### src/rtl/fan_mon_pkg.sv
package fan_mon_pkg;

  localparam int NUM_FANS    = 4;
  localparam int NUM_TEMPS   = 4;
  localparam int CNT_W       = 16;
  localparam int SYNC_STAGES = 2;
  localparam int BYTE_W      = 8;

  // Index of the low byte of fan 0; fan k uses base+2k (low) and base+2k+1 (high)
  localparam logic [BYTE_W-1:0] FAN_BASE_IDX = 8'h28;

  // Temperature byte indices, element t serves temperature byte t
  localparam logic [NUM_TEMPS-1:0][BYTE_W-1:0] TEMP_IDX = {8'h80, 8'h27, 8'h26, 8'h25};

  function automatic logic [BYTE_W-1:0] fan_lo_idx(input int k);
    return FAN_BASE_IDX + BYTE_W'(2 * k);
  endfunction

  function automatic logic [BYTE_W-1:0] fan_hi_idx(input int k);
    return FAN_BASE_IDX + BYTE_W'(2 * k + 1);
  endfunction

endpackage

### src/rtl/fan_tach_sync.sv
module fan_tach_sync #(
  parameter int STAGES = 2
) (
  input  logic clk,
  input  logic rst_n,
  input  logic tach_async,
  output logic rise
);

  logic [STAGES-1:0] sync_q;
  logic [STAGES-1:0] sync_d;
  logic              prev_q;
  logic              prev_d;

  always_comb begin
    sync_d = {sync_q[STAGES-2:0], tach_async};
    prev_d = sync_q[STAGES-1];
    rise   = sync_q[STAGES-1] & ~prev_q;
  end

  always_ff @(posedge clk or negedge rst_n) begin
    if (!rst_n) begin
      sync_q <= '0;
      prev_q <= 1'b0;
    end else begin
      sync_q <= sync_d;
      prev_q <= prev_d;
    end
  end

endmodule

### src/rtl/fan_period_counter.sv
module fan_period_counter #(
  parameter int CNT_W = 16
) (
  input  logic             clk,
  input  logic             rst_n,
  input  logic             tick_en,
  input  logic             edge_seen,
  output logic [CNT_W-1:0] run_cnt,
  output logic [CNT_W-1:0] result
);

  localparam logic [CNT_W-1:0] CNT_MAX = '1;

  logic [CNT_W-1:0] run_q, run_d;
  logic [CNT_W-1:0] res_q, res_d;
  logic [CNT_W-1:0] cnt_inc;
  logic             adv;

  always_comb begin
    adv     = tick_en && (run_q != CNT_MAX);
    cnt_inc = adv ? run_q + 1'b1 : run_q;
    run_d   = cnt_inc;
    res_d   = res_q;
    if (edge_seen) begin
      // closing edge: store the window total including this cycle's tick
      res_d = cnt_inc;
      run_d = '0;
    end else if (adv && (cnt_inc == CNT_MAX)) begin
      // stall: count just saturated without an edge
      res_d = CNT_MAX;
    end
  end

  always_ff @(posedge clk or negedge rst_n) begin
    if (!rst_n) begin
      run_q <= '0;
      res_q <= '0;
    end else begin
      run_q <= run_d;
      res_q <= res_d;
    end
  end

  assign run_cnt = run_q;
  assign result  = res_q;

endmodule

### src/rtl/fan_reg_window.sv
module fan_reg_window
  import fan_mon_pkg::*;
#(
  parameter int NF = NUM_FANS,
  parameter int NT = NUM_TEMPS,
  parameter int CW = CNT_W
) (
  input  logic                      clk,
  input  logic                      rst_n,
  input  logic [NF-1:0][CW-1:0]     fan_result,
  input  logic [NT*BYTE_W-1:0]      temp_in,
  input  logic                      host_sel,
  input  logic                      host_wr,
  input  logic                      host_rd,
  input  logic [BYTE_W-1:0]         host_wdata,
  output logic [BYTE_W-1:0]         host_rdata,
  output logic [BYTE_W-1:0]         index_out
);

  logic [BYTE_W-1:0]         index_q, index_d;
  logic [BYTE_W-1:0]         rdata_q, rdata_d;
  logic [NF-1:0][BYTE_W-1:0] shadow_q, shadow_d;
  logic [BYTE_W-1:0]         rd_val;
  logic                      data_rd;

  always_comb begin
    data_rd = host_rd && host_sel;
    index_d = index_q;
    if (host_wr && !host_sel) begin
      index_d = host_wdata;
    end
  end

  always_comb begin
    rd_val = '0;
    if (!host_sel) begin
      rd_val = index_q;
    end else begin
      for (int t = 0; t < NT; t++) begin
        if (index_q == TEMP_IDX[t]) begin
          rd_val = temp_in[t*BYTE_W +: BYTE_W];
        end
      end
      for (int k = 0; k < NF; k++) begin
        if (index_q == fan_lo_idx(k)) begin
          rd_val = fan_result[k][BYTE_W-1:0];
        end
        if (index_q == fan_hi_idx(k)) begin
          rd_val = shadow_q[k];
        end
      end
    end
  end

  always_comb begin
    for (int k = 0; k < NF; k++) begin
      shadow_d[k] = shadow_q[k];
      if (data_rd && (index_q == fan_lo_idx(k))) begin
        shadow_d[k] = fan_result[k][CW-1:BYTE_W];
      end
    end
    rdata_d = host_rd ? rd_val : rdata_q;
  end

  always_ff @(posedge clk or negedge rst_n) begin
    if (!rst_n) begin
      index_q  <= '0;
      rdata_q  <= '0;
      shadow_q <= '0;
    end else begin
      index_q  <= index_d;
      rdata_q  <= rdata_d;
      shadow_q <= shadow_d;
    end
  end

  assign host_rdata = rdata_q;
  assign index_out  = index_q;

endmodule

### src/rtl/fan_tach_monitor.sv
module fan_tach_monitor
  import fan_mon_pkg::*;
#(
  parameter int NF = NUM_FANS,
  parameter int NT = NUM_TEMPS,
  parameter int CW = CNT_W,
  parameter int SS = SYNC_STAGES
) (
  input  logic                 clk,
  input  logic                 rst_n,
  input  logic                 tick_en,
  input  logic [NF-1:0]        tach_in,
  input  logic [NT*BYTE_W-1:0] temp_in,
  input  logic                 host_sel,
  input  logic                 host_wr,
  input  logic                 host_rd,
  input  logic [BYTE_W-1:0]    host_wdata,
  output logic [BYTE_W-1:0]    host_rdata
);

  // reset: asserted asynchronously, released on a clock edge
  logic [1:0] rst_sync_q;
  logic       rst_sync_n;

  always_ff @(posedge clk or negedge rst_n) begin
    if (!rst_n) begin
      rst_sync_q <= 2'b00;
    end else begin
      rst_sync_q <= {rst_sync_q[0], 1'b1};
    end
  end

  assign rst_sync_n = rst_sync_q[1];

  logic [NF-1:0]          tach_rise;
  logic [NF-1:0][CW-1:0]  fan_run;
  logic [NF-1:0][CW-1:0]  fan_result;
  logic [BYTE_W-1:0]      index_q;

  for (genvar g = 0; g < NF; g++) begin : g_chan
    fan_tach_sync #(.STAGES(SS)) u_sync (
      .clk        (clk),
      .rst_n      (rst_sync_n),
      .tach_async (tach_in[g]),
      .rise       (tach_rise[g])
    );

    fan_period_counter #(.CNT_W(CW)) u_cnt (
      .clk       (clk),
      .rst_n     (rst_sync_n),
      .tick_en   (tick_en),
      .edge_seen (tach_rise[g]),
      .run_cnt   (fan_run[g]),
      .result    (fan_result[g])
    );
  end

  fan_reg_window #(.NF(NF), .NT(NT), .CW(CW)) u_win (
    .clk        (clk),
    .rst_n      (rst_sync_n),
    .fan_result (fan_result),
    .temp_in    (temp_in),
    .host_sel   (host_sel),
    .host_wr    (host_wr),
    .host_rd    (host_rd),
    .host_wdata (host_wdata),
    .host_rdata (host_rdata),
    .index_out  (index_q)
  );

endmodule

### config.mk
export PLATFORM = sky130hd
export DESIGN_NAME = fan_tach_monitor
export DESIGN_NICKNAME = d
export VERILOG_FILES = /design/src/rtl/fan_mon_pkg.sv /design/src/rtl/fan_tach_sync.sv /design/src/rtl/fan_period_counter.sv /design/src/rtl/fan_reg_window.sv /design/src/rtl/fan_tach_monitor.sv
export SDC_FILE = /design/constraint.sdc
export NUM_CORES = 1
export LEC_CHECK = 0
export BUFFER_PORTS_ARGS = -buffer_cell sky130_fd_sc_hd__buf_2
export CAP_MARGIN = 10
export CORE_ASPECT_RATIO = 1.75
export CORE_UTILIZATION = 54
export CTS_CLUSTER_DIAMETER = 40
export CTS_CLUSTER_SIZE = 30
export DETAILED_ROUTE_END_ITERATION = 8
export HOLD_SLACK_MARGIN = 0.1
export PLACE_DENSITY = 0.72
export SYNTH_ARGS = -nofsm -noshare
export SYNTH_HDL_FRONTEND = slang
export SYNTH_SLANG_ARGS = --single-unit
### constraint.sdc
create_clock -name clk -period 6.35 [get_ports clk]
set_input_delay 0.3175 -clock clk [delete_from_list [all_inputs] [get_ports clk]]
set_output_delay 0.3175 -clock clk [all_outputs]
set_load 0.02 [all_outputs]
---- Word-level counts from Yosys, hierarchy flattened ----
Cells that the tools add are included.
word-level totals
  register bits ........................... 190
  input port bits ......................... 50
  word-level logic and storage cells ...... 103
cells by class
  $add $sub $neg .......................... 4
  eq/ne operators ......................... 20
  muxes and demuxes ....................... 29
  bitwise operators ....................... 8
  reductions and logical operators ........ 19
operator list
  cell                   number
  $mux 16                16
  $mux 8                 13
  $eq 8x6->1 const B     11
  $add 16x1->16 const B  4
  $eq 16x16->1 const B   4
  $ne 16x16->1 const B   4
  $logic_and 1x1->1      14
  $eq 8x8->1 const B     1
  $reduce_bool 2->1      4
  $and 1x1->1            4
  $not 1->1              4
  $logic_not 1->1        1

---- Longest topological paths before layout ----
Gate-level depths: netlist of run 1.
  depth in word-level cells ............... 14
  gate-level depth with buffers ........... 10

---- Hierarchy ----
From an unflattened synthesis of run 1, not the netlist that was laid out.
unflattened totals
  cell total of the unflattened synthesis .. 999
  area, all modules ....................... 9919.5 um^2
by module, submodules not included
  module              instances  cells an instance  area an instance (um^2)
  fan_period_counter  4          172                1610.3
  fan_reg_window      1          292                3069.2
  fan_tach_sync       4          4                  88.8
  fan_tach_monitor    1          3                  53.8

---- Worst setup path after synthesis of run 1 ----
Ideal clock, no wire load.
  path type ............................... flip-flop to flip-flop
  start ................................... register g_chan[3].u_cnt.run_q[0]
  end ..................................... register g_chan[3].u_cnt.res_q[10]
  setup time .............................. 0.087 ns
  arrival ................................. 2.313 ns
  data required time ...................... 6.263 ns
  setup slack ............................. 3.950 ns
  stages on the path, launching flop included .. 11
  buffers on the path ..................... 2
  clock period less this slack ............ 2.400 ns
  cells stage by stage .................... dfrtp_1 -> ha_1 -> nand3_1 -> a31oi_2 -> nand3_1 -> xor2_1 -> or3_1 -> or4_1 -> buf_2 -> buf_6 -> a22oi_1
on the way
  longest elaborated chain between the ends .. 6
  elaborated cells on any way between the ends .. 8
ends and longest elaborated chain
  item                                                   line                      text
  start, declared                                        fan_period_counter.sv:14  logic [CNT_W-1:0] run_q, run_d;
  start signal, assigned                                 fan_period_counter.sv:39  run_q <= run_d;
  branches (longest 6 deep; another with $add 16x1->16)  -
  end signal, assigned                                   fan_period_counter.sv:40  res_q <= res_d;
  end, declared                                          fan_period_counter.sv:15  logic [CNT_W-1:0] res_q, res_d;
Parallel ways; which one is timed is not known.
A chain may end at the register's enable or synchronous reset.

---- Final worst setup path of run 1 ----
  start ................................... register g_chan[1].u_cnt.run_q[7]
  end ..................................... register g_chan[1].u_cnt.res_q[15]
on the way
  longest elaborated chain between the ends .. 6
  elaborated cells on any way between the ends .. 8
ends and longest elaborated chain
  item                                                   line
  start, declared                                        fan_period_counter.sv:14
  start signal, assigned                                 fan_period_counter.sv:39
  branches (longest 6 deep; another with $add 16x1->16)  -
  end signal, assigned                                   fan_period_counter.sv:40
  end, declared                                          fan_period_counter.sv:15
Parallel ways; which one is timed is not known.

==> results.cfg, run 1 <==
[grt]
grt_pass1_wl_um = 36670
grt_pass1_vias = 7101
grt.total_usage_pct = 27.31
grt_max_degree = 74
grt.overflow.total = 0
antenna_found_initial = 0

[clocking]
clk_path_buf_depth = 2
postCtsSetupBuffers = 0
clock_sinks = 190
numCtsBuffers = 17
cts_root_buffer = clkbuf_16
cts-htree-levels = 4
cts-resized-gates = 0
clk_latency_ns = 0.44
cts_tree = yes
path_clk_slew_ns = 0.07

[timing]
rsz0062_at_grt = false
period_needed_ns = 2.899
hold_viol = 0
fmax_mhz = 344.9
finalCritPeriodShare_pct = 45.66
slew_headroom_pct = 26.63
worst-slew-pin-transition_ns = 1.101
setup_violations = 0
slew_violations = 0
setup_tns_ns = 0
skew_ns = 0.009453

[hold_path]
whs_path_depth = 2
hp-class = in -> reg

[logic_synthesis]
syn_avg_cell_area_um2 = 10.20
synth_area_mm2 = 0.009294
synth_nets = 965
yosys_warnings = 0
synth_seq_cells = 190
yosysSeqAreaShare_pct = 51.16
synth.distinct_cells = 58
synth_flop_cell = dfrtp_1
async_reset_ff_share_pct = 100.0
post_synth_inst_count = 911
synth_edf_count = 0

[floorplan]
die_area_mm2 = 0.01776
ios = 58
fp.coreArea_mm2 = 0.01687
die_w_um = 101.2
initial_core_util_pct = 55.10
row_count = 63
die_h_um = 175.6

[drt]
routed_wl_um = 22540
vias = 7050
wl_per_cell_um = 18.99
drt_iter0_markers = 390
antenna_left = 0
drc = 0
avgViaCountPerCell = 5.939
dr.pass1.iters = 5

[layout]
final_cell_area_mm2 = 0.01034
regArea_mm2 = 0.004758
drive_gt1_share_pct = 18.33
multi_input_area_mm2 = 0.004302
synthToLayoutAreaGrowth_pct = 11.30
final_nets = 1002
layout_common_cells = dfrtp_1, nand2_1, nor2_1, mux2_2, buf_2
layout_commonest_cell = dfrtp_1
fill_cells = 1492
diodes = 0

[worst_setup_path]
critPathCaptureType = flop
crit_type = reg -> reg
critical_path_arrival_ns = 3.24
start_kind = flop
cp_max_fo = 16
ff2ff_setup_slack_ns = 3.45
reg2regPathDepth = 7
required_ns = 6.69

[place]
gp_congestion = 0.9432
placed_area_mm2 = 0.009723
portBuffers = 57
dp_hpwl_um = 16400

[outcome]
status = complete, no violations

[pwr]
p_leak_nw = 4.531
vdd_drop_max_v = 0.0002345
power_density_mw_per_mm2 = 271.3

[flow_run]
cap_viol_max_count = 0
==> cells by family after synthesis <==
family                     after synthesis  share of synthesized area [%]
AOI/OAI and AO/OA                      170                          13.22
xor gates and xnor gates                46                          4.335
adders and majority gates                4                         0.5385
buffers and inverters                   60                          2.612
DFF                                    190                          51.16
muxes                                   75                          8.912
other                                    1                        0.04035
and+or+nand+nor                        365                          19.18
==> critical path: stages (launching register included) <==
cell	delay (ns)
dfrtp_1	0.43
nand4_1	0.15
or4_1	0.61
or3_1	0.36
xnor2_1	0.18
nor3_1	0.17
nand4_1	0.59
o211ai_1	0.32
==> repair_timing <==
item	CTS	global route
hold buffers	5	0
endpoints found under the setup margin	0	0
endpoints found under the hold margin	6	0
==> registers in the layout, indices dropped and copies added (netlist names) <==
| signal | count |
|---|---|
| g_chan.u_cnt.run_cnt | 64 |
| u_win.shadow_q | 32 |
| u_win.index_out | 8 |
| g_chan.u_cnt.result | 64 |
| g_chan.u_sync.sync_q | 8 |
| rst_sync_q | 2 |
| g_chan.u_sync.prev_q | 4 |
| u_win.host_rdata | 8 |
==> power breakdown <==
| group | internal (mW) | switching [mW] | total, mW |
|---|---|---|---|
| Combinational | 0.156 | 0.202 | 0.358 |
| Clock | 0.581 | 0.451 | 1.03 |
| Sequential | 1.31 | 0.110 | 1.42 |
| Total | 2.04 | 0.763 | 2.81 |
==> final timing paths <==
check	start	end
min	host_wdata[5]	u_win.index_out[5]
max reg2reg	g_chan[1].u_cnt.run_cnt[7]	g_chan[1].u_cnt.result[15]
min reg2reg	g_chan[3].u_sync.sync_q[0]	g_chan[3].u_sync.sync_q[1]
max	g_chan[1].u_cnt.run_cnt[7]	g_chan[1].u_cnt.result[15]
min in group asynchronous	rst_n	rst_sync_q[1]
max in group asynchronous	rst_sync_q[1]	u_win.host_rdata[0]
==> stage by stage <==
step           util, %  setup slack, ns  power, mW  hold WS, ns  cells
6_report         61.32            3.451      2.806       0.1140   1187
5_1_grt          61.32            3.085      2.920       0.1077   1187
4_1_cts          61.32            3.430      2.828       0.1019   1187
3_5_place_dp     57.64            3.386      1.791       0.1033   1151
3_3_place_gp     57.64            3.419      1.784       0.1018   1151
2_1_floorplan        -           0.6635      1.669      0.02191    911
==> synth_stat cells (all sizes together), types with 6 or more instances <==
master | n | area [um2]
a21oi | 6 | 30.03
dfrtp | 190 | 4755
a22oi | 19 | 162.7
xnor2 | 26 | 227.7
nand4 | 22 | 137.6
nand2 | 112 | 420.4
nor4 | 9 | 56.30
o22ai | 8 | 50.05
o221ai | 14 | 122.6
buf | 10 | 55.05
and2 | 6 | 37.54
nor3 | 16 | 80.08
and4 | 14 | 122.6
o21ai | 37 | 185.2
clkbuf | 43 | 161.4
a41oi | 7 | 61.31
nor2b | 9 | 56.30
nand2b | 15 | 93.84
a22o | 10 | 87.58
nand3 | 33 | 165.2
mux2i | 13 | 130.1
o211ai | 51 | 382.9
xor2 | 20 | 175.2
mux2 | 62 | 698.2
and3 | 10 | 68.82
inv | 7 | 26.28
nor2 | 97 | 364.1
==> layer usage <==
layer  global-route usage [%]  share of wire [%]
met1                    30.95                 39
met2                    48.53                 53
met3                    4.059                3.0
met4                    14.73                4.8
met5                        0                  0
==> layout make-up <==
type	instances	area share [%]
Clock buffer	23	4.718
Clock inverter	8	0.7984
Inverter	7	0.2540
Multi-Input combinational cell	661	41.59
Sequential cell	190	46.00
Tap cell	227	2.746
Timing Repair Buffer	71	3.895
Note: power is estimated with default switching activity, not from simulation.
==> run 2: changes to the inputs <==
--- a/config.mk
+++ b/config.mk
@@ -5,6 +5,7 @@
 export SDC_FILE = /design/constraint.sdc
 export NUM_CORES = 1
 export LEC_CHECK = 0
+export ABC_AREA = 1
 export BUFFER_PORTS_ARGS = -buffer_cell sky130_fd_sc_hd__buf_2
 export CAP_MARGIN = 10
 export CORE_ASPECT_RATIO = 1.75
@@ -13,7 +14,7 @@
 export CTS_CLUSTER_SIZE = 30
 export DETAILED_ROUTE_END_ITERATION = 8
 export HOLD_SLACK_MARGIN = 0.1
-export PLACE_DENSITY = 0.72
+export PLACE_DENSITY = 0.75
 export SYNTH_ARGS = -nofsm -noshare
 export SYNTH_HDL_FRONTEND = slang
 export SYNTH_SLANG_ARGS = --single-unit
==> constraint.sdc (replaced) <==
create_clock -name clk -period 2.56 [get_ports clk]
set_input_delay 0.128 -clock clk [delete_from_list [all_inputs] [get_ports clk]]
set_output_delay 0.128 -clock clk [all_outputs]
set_load 0.02 [all_outputs]
==> results.cfg, run 2 <==
[clocking]
cts_tree = yes
numCtsBuffers = 17
cts-htree-levels = 4
clock_sinks = 190
clk_path_buf_depth = 2
cts_root_buffer = clkbuf_16
clk_latency_ns = 0.44
path_clk_slew_ns = 0.07

[pwr]
p_total_mw = 7.688
seqPwrFrac_pct = 47.4
switching_share_pct = 30.84
intPower_mw = 5.317
power_density_mw_per_mm2 = 623.6
clock_power_share_pct = 34.6
vdd_drop_max_v = 0.0004950
p_sw_mw = 2.371
p_leak_nw = 6.234
comb_power_share_pct = 18.0

[layout]
drive_gt1_share_pct = 13.92
layout_commonest_cell = nand2_1
instances_no_fill = 1850
diodes = 0
final_nets = 1651
fill_cells = 1736
layout_common_cells = nand2_1, nor2_1, dfrtp_1, inv_1, nand3_1
synthToLayoutAreaGrowth_pct = 15.65

[timing]
skew_ns = 0.009228
slew_headroom_pct = 55.00
setup_tns_ns = 0
finalCritPeriodShare_pct = 95.34
setup_violations = 0
whs_ns = 0.3256
hold_viol = 0
fmax_mhz = 409.7
slew_violations = 0
worst-slew-pin-transition_ns = 0.6750
period_needed_ns = 2.441
fin_ws_ns = 0.1194

[logic_synthesis]
synth_area_mm2 = 0.01066
yosysMostFrequentCell = nand2_1
async_reset_ff_share_pct = 100.0
syn_avg_cell_area_um2 = 7.169
post_synth_inst_count = 1487
synth_flop_cell = dfrtp_1
synth_edf_count = 0
yosysTopAreaCellShare_pct = 44.60
synth_seq_cells = 190
yosys.area.top_type = dfrtp_1
synth_nets = 1541
synth.distinct_cells = 39
yosysSeqAreaShare_pct = 44.60
synthTopCellsByCount = nand2_1, nor2_1, dfrtp_1
yosys_warnings = 0
synth_area_leaders = dfrtp_1, nand2_1, nor2_1

[drt]
drc = 0
drt_iter0_markers = 703
routed_wl_um = 28270
wl_per_cell_um = 15.28
antenna_left = 0
dr.pass1.iters = 5
avgViaCountPerCell = 5.392
vias = 9976

[place]
post-place-ws_ns = -0.02198
gp_congestion = 0.9688
dp_hpwl_um = 20770
portBuffers = 57
dpl.cell_count = 1787

[worst_setup_path]
critPathCaptureType = flop
crit_type = reg -> reg
cpMaxStageDelayCell = dfrtp_1
cp_max_fo = 8
max_stage_delay_ns = 0.37
start_kind = flop
path_cells = ha_2 > nand3_2 > inv_2 > nand2_2 > nor2_4 > nor2_4 > buf_4 > nand2_1 > nand2_1 > nor2_1 > nand2_1 > nor2_4 > nand3_2 > nand3_1 > nand2_1
worst_path_most_repeated_cell = nand2_1
critical_path_arrival_ns = 2.76
required_ns = 2.88

[hold_path]
hp-class = reg -> async

[grt]
grt_max_degree = 50
grt_pass1_wl_um = 45540
antenna_found_initial = 0
grt.overflow.total = 0
grt_pass1_vias = 9809
grt.total_usage_pct = 29.01

[flow_run]
cap_viol_max_count = 0

[outcome]
status = complete, no violations

[floorplan]
ios = 58
die_area_mm2 = 0.02033
fp.coreArea_mm2 = 0.01928
row_count = 67
initial_core_util_pct = 55.29
die_h_um = 187.9
die_w_um = 108.2
## run 2: cell count changes in the layout (fill, tap and decap cells not counted), sizes merged, moves of 15 or more
cell,change
mux2,-36
a21oi,+20
nand4,+19
buf,+50
inv,+141
o211ai,-51
nand3,+105
nand2b,-15
nor2,+149
xnor2,-23
nand2,+421
a22oi,-19
## run 2: cell families after synthesis
logic type      Yosys count  share of synthesized area [%]
mux                      27                          2.840
simple gates            967                          38.40
other cells               1                        0.03518
xor+xnor                 29                          2.383
compound gates           74                          3.533
fa+ha+maj                 4                         0.4695
flops                   190                          44.60
buf+inv                 195                          7.735
## run 2: repair_timing
item,in CTS,in global routing
setup endpoints to repair,16,64
endpoints found under the hold margin,21,0
gates cloned,0,3
pin swaps,0,3
setup buffers,0,13
hold buffers,16,0
gates resized for setup,1,19
## run 2: final cells by class
type | count | area (um2) | share of cell area, %
Multi-Input combinational cell | 1105 | 5199 | 42.17
Sequential cell | 190 | 4758 | 38.60
Timing Repair Buffer | 132 | 920.9 | 7.470
Inverter | 151 | 569.3 | 4.618
Clock buffer | 19 | 442.9 | 3.593
Tap cell | 241 | 301.5 | 2.446
Clock inverter | 12 | 136.4 | 1.106
## run 2: worst paths after layout
kind                                            start                          to  slack, ns  cells past startpoint
max                        g_chan[0].u_cnt.run_cnt[1]   g_chan[0].u_cnt.result[3]       0.12                     15
min                                     rst_sync_q[1]  g_chan[3].u_cnt.run_cnt[0]       0.33                      0
max reg2reg                g_chan[0].u_cnt.run_cnt[1]   g_chan[0].u_cnt.result[3]       0.12                     15
min reg2reg                             rst_sync_q[1]  g_chan[3].u_cnt.run_cnt[0]       0.33                      0
max in group asynchronous               rst_sync_q[1]  g_chan[0].u_cnt.run_cnt[4]       1.39                      1
min in group clk                           tach_in[2]  g_chan[2].u_sync.sync_q[0]       0.33                      2
## run 2: per-layer routing
layer	vias up	GRT usage, %	wire length [um]
li1	4894	-	-
met5	-	0	0
met1	4638	30.86	10410
met4	0	19.92	2006
met2	321	51.91	14690
met3	123	3.684	1162
## run 2: worst max-delay path, delay by kind of cell, from the launching register on
| kind | cells | cell delay, ns |
|---|---|---|
| fa+ha+maj | 1 | 0.24 |
| buf+inv | 2 | 0.26 |
| flops | 1 | 0.37 |
| simple gates | 12 | 1.45 |
## run 2: power by group through the flow
| stage | combinational [mW] | sequential [mW] | clock, mW |
|---|---|---|---|
| 2_1_floorplan | 0.871 | 3.65 | 0 |
| 3_3_place_gp | 1.27 | 3.69 | 0 |
| 3_5_place_dp | 1.31 | 3.69 | 0 |
| 4_1_cts | 1.33 | 3.64 | 2.71 |
| 5_1_grt | 1.58 | 3.69 | 2.83 |
| 6_report | 1.38 | 3.65 | 2.66 |
## run 2: per-stage QoR
step / cell area [um2] / utilization, %
2_1_floorplan: 10660 / -
3_3_place_gp: 11380 / 59.00
3_5_place_dp: 11380 / 59.00
4_1_cts: 12120 / 62.86
5_1_grt: 12330 / 63.94
6_report: 12330 / 63.94
==> run 3: changes to the inputs <==
--- a/config.mk
+++ b/config.mk
@@ -9,12 +9,11 @@
 export BUFFER_PORTS_ARGS = -buffer_cell sky130_fd_sc_hd__buf_2
 export CAP_MARGIN = 10
 export CORE_ASPECT_RATIO = 1.75
-export CORE_UTILIZATION = 54
+export CORE_UTILIZATION = 45
 export CTS_CLUSTER_DIAMETER = 40
 export CTS_CLUSTER_SIZE = 30
 export DETAILED_ROUTE_END_ITERATION = 8
 export HOLD_SLACK_MARGIN = 0.1
-export PLACE_DENSITY = 0.75
 export SYNTH_ARGS = -nofsm -noshare
 export SYNTH_HDL_FRONTEND = slang
 export SYNTH_SLANG_ARGS = --single-unit
==> constraint.sdc (replaced) <==
create_clock -name clk -period 2 [get_ports clk]
set_input_delay 0.1 -clock clk [delete_from_list [all_inputs] [get_ports clk]]
set_output_delay 0.1 -clock clk [all_outputs]
set_load 0.02 [all_outputs]
==> results.cfg, run 3 (synthesis results as in run 2) <==
[place]
gp_congestion = 0.9784
dp_hpwl_um = 25880
portBuffers = 57
dpl.cell_count = 2021

[grt]
grt.overflow.total = 0
grt.total_usage_pct = 29.41
grt_pass1_vias = 10800
grt_max_degree = 53
grt_pass1_wl_um = 54100
antenna_found_initial = 2

[clocking]
cts-htree-levels = 4
clk_path_buf_depth = 2
cts_tree = yes
path_clk_slew_ns = 0.07
cts_root_buffer = clkbuf_16
clk_latency_ns = 0.46
clock_sinks = 190
numCtsBuffers = 17

[drt]
antenna_left = 0
vias = 10718
drc = 0
wl_per_cell_um = 16.30
avgViaCountPerCell = 5.097
dr.pass1.iters = 5
routed_wl_um = 34290
drt_iter0_markers = 542

[flow_run]
cap_viol_max_count = 0

[outcome]
status = finished with violations
violations = negative setup slack

[floorplan]
initial_core_util_pct = 45.69
die_h_um = 205.6
die_w_um = 118.3
row_count = 74
ios = 58
die_area_mm2 = 0.02433
fp.coreArea_mm2 = 0.02333

[timing]
fin_ws_ns = -0.2896
skew_ns = 0.01328
slew_violations = 0
setup_violations = 64
worst-slew-pin-transition_ns = 0.6407
rsz0062_at_grt = true
whs_ns = 0.2406
fmax_mhz = 436.8
finalCritPeriodShare_pct = 114.5
period_needed_ns = 2.290
slew_headroom_pct = 57.24
hold_viol = 0

[pwr]
vdd_drop_max_v = 0.001014
p_total_mw = 11.02
power_density_mw_per_mm2 = 748.6
p_leak_nw = 7.423

[layout]
final_nets = 1838
drive_gt1_share_pct = 31.66
utilization_pct = 63.12
instances_no_fill = 2103
synthToLayoutAreaGrowth_pct = 38.15
layout_common_cells = nand2_1, buf_4, nor2_1, dfrtp_1, inv_1
layout_commonest_cell = nand2_1

[worst_setup_path]
critical_path_arrival_ns = 2.63
crit_type = reg -> reg
critPathCaptureType = flop
required_ns = 2.34
start_kind = flop
cp_max_fo = 7
reg2reg_from = g_chan[1].u_cnt.run_cnt[1]
startpoint = g_chan[1].u_cnt.run_cnt[1]

[hold_path]
hold_start = host_wr
hp-class = in -> reg
-- run 3: layout make-up --
| type | count | area [um2] |
|---|---|---|
| inverters | 151 | 576.8 |
| multi-input cells | 1106 | 5882 |
| repair buffers | 318 | 2501 |
| flip-flops and latches | 190 | 4763 |
| diodes | 2 | 5.005 |
| fillers | 2106 | 8606 |
| well taps | 304 | 380.4 |
| clock buffers | 20 | 446.7 |
| clock inverters | 12 | 171.4 |
-- run 3: report_power, final --
part,total (mW),internal (mW),switching (mW)
combinational,2.75,1.24,1.51
clock,3.65,2.04,1.62
sequential,4.62,4.26,0.357
total,11.0,7.54,3.49
-- run 3: worst max-delay path, stage by stage, from the launching register on --
cell,delay (ns)
dfrtp_1,0.39
ha_4,0.16
nand3_4,0.12
inv_4,0.10
nand2_4,0.05
nor2_4,0.09
nor2_4,0.07
buf_6,0.17
nand2_2,0.07
o21ai_2,0.06
nor2_1,0.12
nand2_1,0.10
nor2_4,0.14
nand3_4,0.20
buf_6,0.21
nand3_2,0.05
nand2_1,0.07
-- run 3: worst paths after layout --
check	to	slack, ns	cells after the start
setup / recovery	g_chan[1].u_cnt.result[5]	-0.29	16
hold / removal	u_win.index_out[4]	0.24	4
setup reg to reg	g_chan[1].u_cnt.result[5]	-0.29	16
hold reg to reg	g_chan[2].u_cnt.run_cnt[9]	0.29	0
max in group asynchronous	u_win.index_out[7]	1.06	1
min in group asynchronous	g_chan[2].u_cnt.run_cnt[9]	0.29	0
-- run 3: through the flow --
step           setup slack [ns]  cell area (um2)  TNS (ns)
4_1_cts                 -0.2137            14190    -10.78
2_1_floorplan          -0.08624            10810    -2.030
3_3_place_gp            -0.3994            12930    -15.84
5_1_grt                 -0.3943            14720    -20.58
3_5_place_dp            -0.4267            12930    -17.21
6_report                -0.2896            14730    -13.06
-- run 3: what timing repair did --
item | in CTS | in global routing
endpoints found under the hold margin | 22 | 0
pin swaps | 61 | 64
hold buffers | 16 | 0
setup endpoints to repair | 72 | 82
cloned | 5 | 3
gates resized for setup | 84 | 126
buffers inserted | 15 | 13
-- run 3: per-layer routing --
layer | part of all wire, % | track usage [%] | wire (um) | vias up
met1 | 34 | 26.78 | 11530 | 5062
met3 | 2.7 | 3.769 | 913 | 124
met5 | 0 | 0 | 0 | -
li1 | - | - | - | 5274
met2 | 56 | 58.05 | 19300 | 258
met4 | 7.4 | 22.53 | 2546 | 0
